[src/rtl/pal_cell_pkg.sv]
package pal_cell_pkg;

  localparam int unsigned NTERM = 8;

  typedef enum logic [1:0] {
    GM_NONE   = 2'b00,
    GM_SIMPLE = 2'b01,
    GM_REGD   = 2'b10,
    GM_CPLX   = 2'b11
  } gmode_e;

  typedef enum logic [2:0] {
    CFG_COMB_ON = 3'd0,  // all terms, always enabled
    CFG_INPUT   = 3'd1,  // buffer off, pin is an input
    CFG_COMB_PT = 3'd2,  // main terms, auxiliary term enables
    CFG_REGD    = 3'd3,  // registered, enable from pin
    CFG_OFF     = 3'd4   // unlisted code
  } cell_cfg_e;

  function automatic cell_cfg_e decode_cfg(input logic [1:0] gm, input logic rc);
    cell_cfg_e c;
    case (gm)
      GM_SIMPLE: c = rc ? CFG_INPUT : CFG_COMB_ON;
      GM_CPLX:   c = rc ? CFG_COMB_PT : CFG_OFF;
      GM_REGD:   c = rc ? CFG_COMB_PT : CFG_REGD;
      default:   c = CFG_OFF;
    endcase
    return c;
  endfunction

  function automatic logic apply_pol(input logic v, input logic active_high);
    return active_high ? v : ~v;
  endfunction

endpackage

[src/rtl/pal_cell_decode.sv]
module pal_cell_decode
  import pal_cell_pkg::*;
(
  input  logic [1:0] gmode,
  input  logic       reg_sel,
  output cell_cfg_e  cfg,
  output logic       use_aux,
  output logic       fb_from_reg
);
  always_comb begin
    cfg         = decode_cfg(gmode, reg_sel);
    use_aux     = (cfg == CFG_COMB_PT);
    fb_from_reg = (cfg == CFG_REGD);
  end
endmodule

[src/rtl/pal_cell_sop.sv]
module pal_cell_sop #(
  parameter int unsigned N = 8
) (
  input  logic [N-1:0] pt,
  output logic         sum_all,
  output logic         sum_main
);
  localparam int unsigned NMAIN = N - 1;
  logic [N-1:0] chain;

  assign chain[0] = pt[0];
  for (genvar i = 1; i < N; i++) begin : g_or
    assign chain[i] = chain[i-1] | pt[i];
  end

  assign sum_main = chain[NMAIN-1];
  assign sum_all  = chain[N-1];
endmodule

[src/rtl/pal_cell_reg.sv]
module pal_cell_reg (
  input  logic clk,
  input  logic rst_n,
  input  logic d,
  output logic q
);
  always_ff @(posedge clk or negedge rst_n) begin
    if (!rst_n) q <= 1'b0;
    else        q <= d;
  end
endmodule

[src/rtl/pal_macrocell.sv]
module pal_macrocell
  import pal_cell_pkg::*;
#(
  parameter int unsigned N = NTERM
) (
  input  logic         clk,
  input  logic         rst_n,
  input  logic [N-1:0] pterm,
  input  logic [1:0]   gmode,
  input  logic         inv_sel,
  input  logic         reg_sel,
  input  logic         oe_n,
  input  logic         pin_in,
  output logic         pin_out,
  output logic         pin_oe,
  output logic         fb
);
  localparam int unsigned AUX = N - 1;

  cell_cfg_e cfg;
  logic      use_aux;
  logic      fb_from_reg;
  logic      sum_all;
  logic      sum_main;
  logic      comb_sum;
  logic      reg_q;

  pal_cell_decode u_dec (
    .gmode       (gmode),
    .reg_sel     (reg_sel),
    .cfg         (cfg),
    .use_aux     (use_aux),
    .fb_from_reg (fb_from_reg)
  );

  pal_cell_sop #(.N(N)) u_sop (
    .pt       (pterm),
    .sum_all  (sum_all),
    .sum_main (sum_main)
  );

  pal_cell_reg u_reg (
    .clk   (clk),
    .rst_n (rst_n),
    .d     (sum_all),
    .q     (reg_q)
  );

  assign comb_sum = use_aux ? sum_main : sum_all;

  always_comb begin
    pin_out = apply_pol(fb_from_reg ? reg_q : comb_sum, inv_sel);
    fb      = fb_from_reg ? reg_q : pin_in;
    case (cfg)
      CFG_COMB_ON: pin_oe = 1'b1;
      CFG_COMB_PT: pin_oe = pterm[AUX];
      CFG_REGD:    pin_oe = ~oe_n;
      default:     pin_oe = 1'b0;
    endcase
  end
endmodule

[config.mk]
export PLATFORM = sky130hd
export DESIGN_NAME = pal_macrocell
export DESIGN_NICKNAME = d
export VERILOG_FILES = /design/src/rtl/pal_cell_pkg.sv /design/src/rtl/pal_cell_decode.sv /design/src/rtl/pal_cell_sop.sv /design/src/rtl/pal_cell_reg.sv /design/src/rtl/pal_macrocell.sv
export SDC_FILE = /design/constraint.sdc
export NUM_CORES = 1
export LEC_CHECK = 0
export ABC_CLOCK_PERIOD_IN_PS = 1550
export CAP_MARGIN = 25
export CORE_AREA = 4 4 41 43
export CTS_BUF_LIST = sky130_fd_sc_hd__clkbuf_2
export DETAILED_ROUTE_END_ITERATION = 10
export DIE_AREA = 0 0 45 47
export GPL_ROUTABILITY_DRIVEN = 0
export PLACE_DENSITY_LB_ADDON = 0.12
export SLEW_MARGIN = 0
export SYNTH_ARGS = -nofsm -noshare
export SYNTH_HDL_FRONTEND = slang
export SYNTH_SLANG_ARGS = --single-unit
[constraint.sdc]
create_clock -name clk -period 1.55 [get_ports clk]
set_clock_uncertainty 0.05 [all_clocks]
set_input_delay 0.31 -clock clk [delete_from_list [all_inputs] [get_ports clk]]
set_output_delay 0.31 -clock clk [all_outputs]
set_load 0.01 [all_outputs]
==> metrics <==
family with the most delay on the worst path simple AND/OR/NAND/NOR gates; final setup TNS -0.156 ns; Largest regs u_reg.q: 1 flops; fraction of layout cells with a size suffix above 1 0.725; Setup crit start reg_sel; Worst path max stage delay 0.32 ns; Placed Cells 57; Avg Vias per Cell 3.85; FILL cells ~150; VDD IR max 0.152 mV; total grt overflow 0; worst rel slew slack 0.822; antenna viol nets, final 0; final hold violations 0; Worst-path clk slew 0 ns; Startpoint Class input port; Seq/Total Area, Yosys 0.171; critical-path cell list buf_8 > nor4b_4 > a21oi_2 > a311oi_2 > xor2_1 > buf_2; global-route wire length before repair 1160 um; synth-to-layout area growth 236%; Global Route Usage Sum 0.0694; Die X ~45 um; Warnings, synthesis 0; Routed WL ~730 um; die area 2120 sq um; via count of the first global-routing pass 266; DRC 0; via count 254; Syn Area/Cell 8.61 sq um; Final Non-Filler Cells 66; DR pass1 iterations 1; detailed placement HPWL 530 um; max-slew violation count 0; initial antenna violation count 0; Worst Path Required 1.19 ns; # IOs 19; max cap viols 0; fin crit period 1.71 ns; final worst slack -0.156 ns; PD cells between 200 and 250 nW/um^2; Largest Register u_reg.q; worst hold path type input port to async pin; largest net degree at the start of global routing 5; critical path's slowest cell nor4b_4; Arrival @ worst endpoint 1.35 ns; CP Max Fanout 4; synth unique cells 14; max FFs per register 1; Mapped Nets 33; RSZ-0062 raised after global routing true; kind of critical path input port to output port; final period utilization 1.10; Final Net Count 69; cts hold-fix bufs 0; worst slew pin tran 0.265 ns; Buffers & Inverters on Critical Path 2; Die Y 47 um; IO buf count 18; final core utilization 0.378; synthesized area roughly 150 sq um; CP endpoint kind output port; most frequent cells in the layout buf_4 (13), buf_2 (7), buf_6 (6); FF+latch count, synth 1; Ant. Diodes 0; DRT iter0 DRCs 0; commonest non-fill, non-tap cell in the layout buf_4; violated checks negative setup slack; Initial Util 0.112; outcome finished with violations; row cnt 13; Mapped Cells 17; P_leak ~0.23 nW; Core Footprint 1300 sq um; final setup fails 1; WL/cell 11.1 um; Max Clock Freq between 0.5 and 0.6 GHz
[power breakdown]
| part | total [W] | internal (W) | switching, W |
|---|---|---|---|
| clock | 0 | 0 | 0 |
| sequential | 0.0000268 | 0.0000267 | 0.000000114 |
| combinational | 0.0000960 | 0.0000611 | 0.0000350 |
[Yosys cell counts]
| master | n | area share |
|---|---|---|
| nand2b_1 | 1 | 0.043 |
| nor3_1 | 2 | 0.068 |
| nor2_1 | 1 | 0.026 |
| mux2i_1 | 1 | 0.068 |
| nor4_4 | 1 | 0.15 |
| a21boi_0 | 1 | 0.051 |
| nand2_1 | 2 | 0.051 |
| a21oi_1 | 2 | 0.068 |
| o21ai_0 | 1 | 0.034 |
| a311oi_1 | 1 | 0.060 |
| nor4b_2 | 1 | 0.10 |
| nand3b_1 | 1 | 0.051 |
| dfrtp_1 | 1 | 0.17 |
| xor2_1 | 1 | 0.060 |
[worst paths after layout]
path                            to  cells past startpoint
worst max-delay path       pin_out                      6
worst min-delay path       u_reg.q                      1
max in group asynchronous  u_reg.q                      1
min in group clk           u_reg.q                      3
[per-stage QoR]
step                setup WS, ns  cell area, sq um  hold WS (ns)  power [W]
finish                    -0.156               492         0.410   0.000123
global route              -0.256               492         0.414   0.000132
CTS                       -0.247               459         0.413   0.000116
detailed placement        -0.996               398         0.413   0.000113
global placement          -0.968               398         0.409   0.000112
floorplan                 0.0362               146       -0.0356  0.0000427
[per-layer routing]
| layer | track usage | routed length, um | vias to the layer above |
|---|---|---|---|
| met4 | 0 | 0 | 0 |
| met1 | 0.0860 | 253 | 112 |
| met3 | 0.00383 | 38 | 0 |
| met5 | 0 | 0 | - |
| met2 | 0.138 | 441 | 6 |
| li1 | - | - | 136 |
[cells by family (layout without fill, tap and decap cells)]
kind of cell           count (synthesis)  count (layout)  share of synthesized area
AND/OR/NAND/NOR                        9               9                      0.487
AO/OA/AOI/OAI                          5               5                      0.214
XOR/XNOR                               1               1                     0.0598
multiplexers                           1               1                     0.0684
flip-flops                             1               1                      0.171
buffers and inverters                  0              34                          0
[final cells by class]
type                    count  area [sq um]  share of cell area
multi-input cells          16           170               0.346
repair buffers             34           278               0.565
well taps                  15          18.8              0.0382
flip-flops and latches      1          25.0              0.0509
[what timing repair did]
| action | in CTS | in global routing |
|---|---|---|
| gates resized for setup | 58 | 13 |
| endpoints found under the setup margin | 3 | 3 |
| buffers inserted | 9 | 3 |
| pin swaps | 8 | 6 |
Power figures use the tool's default switching activity.
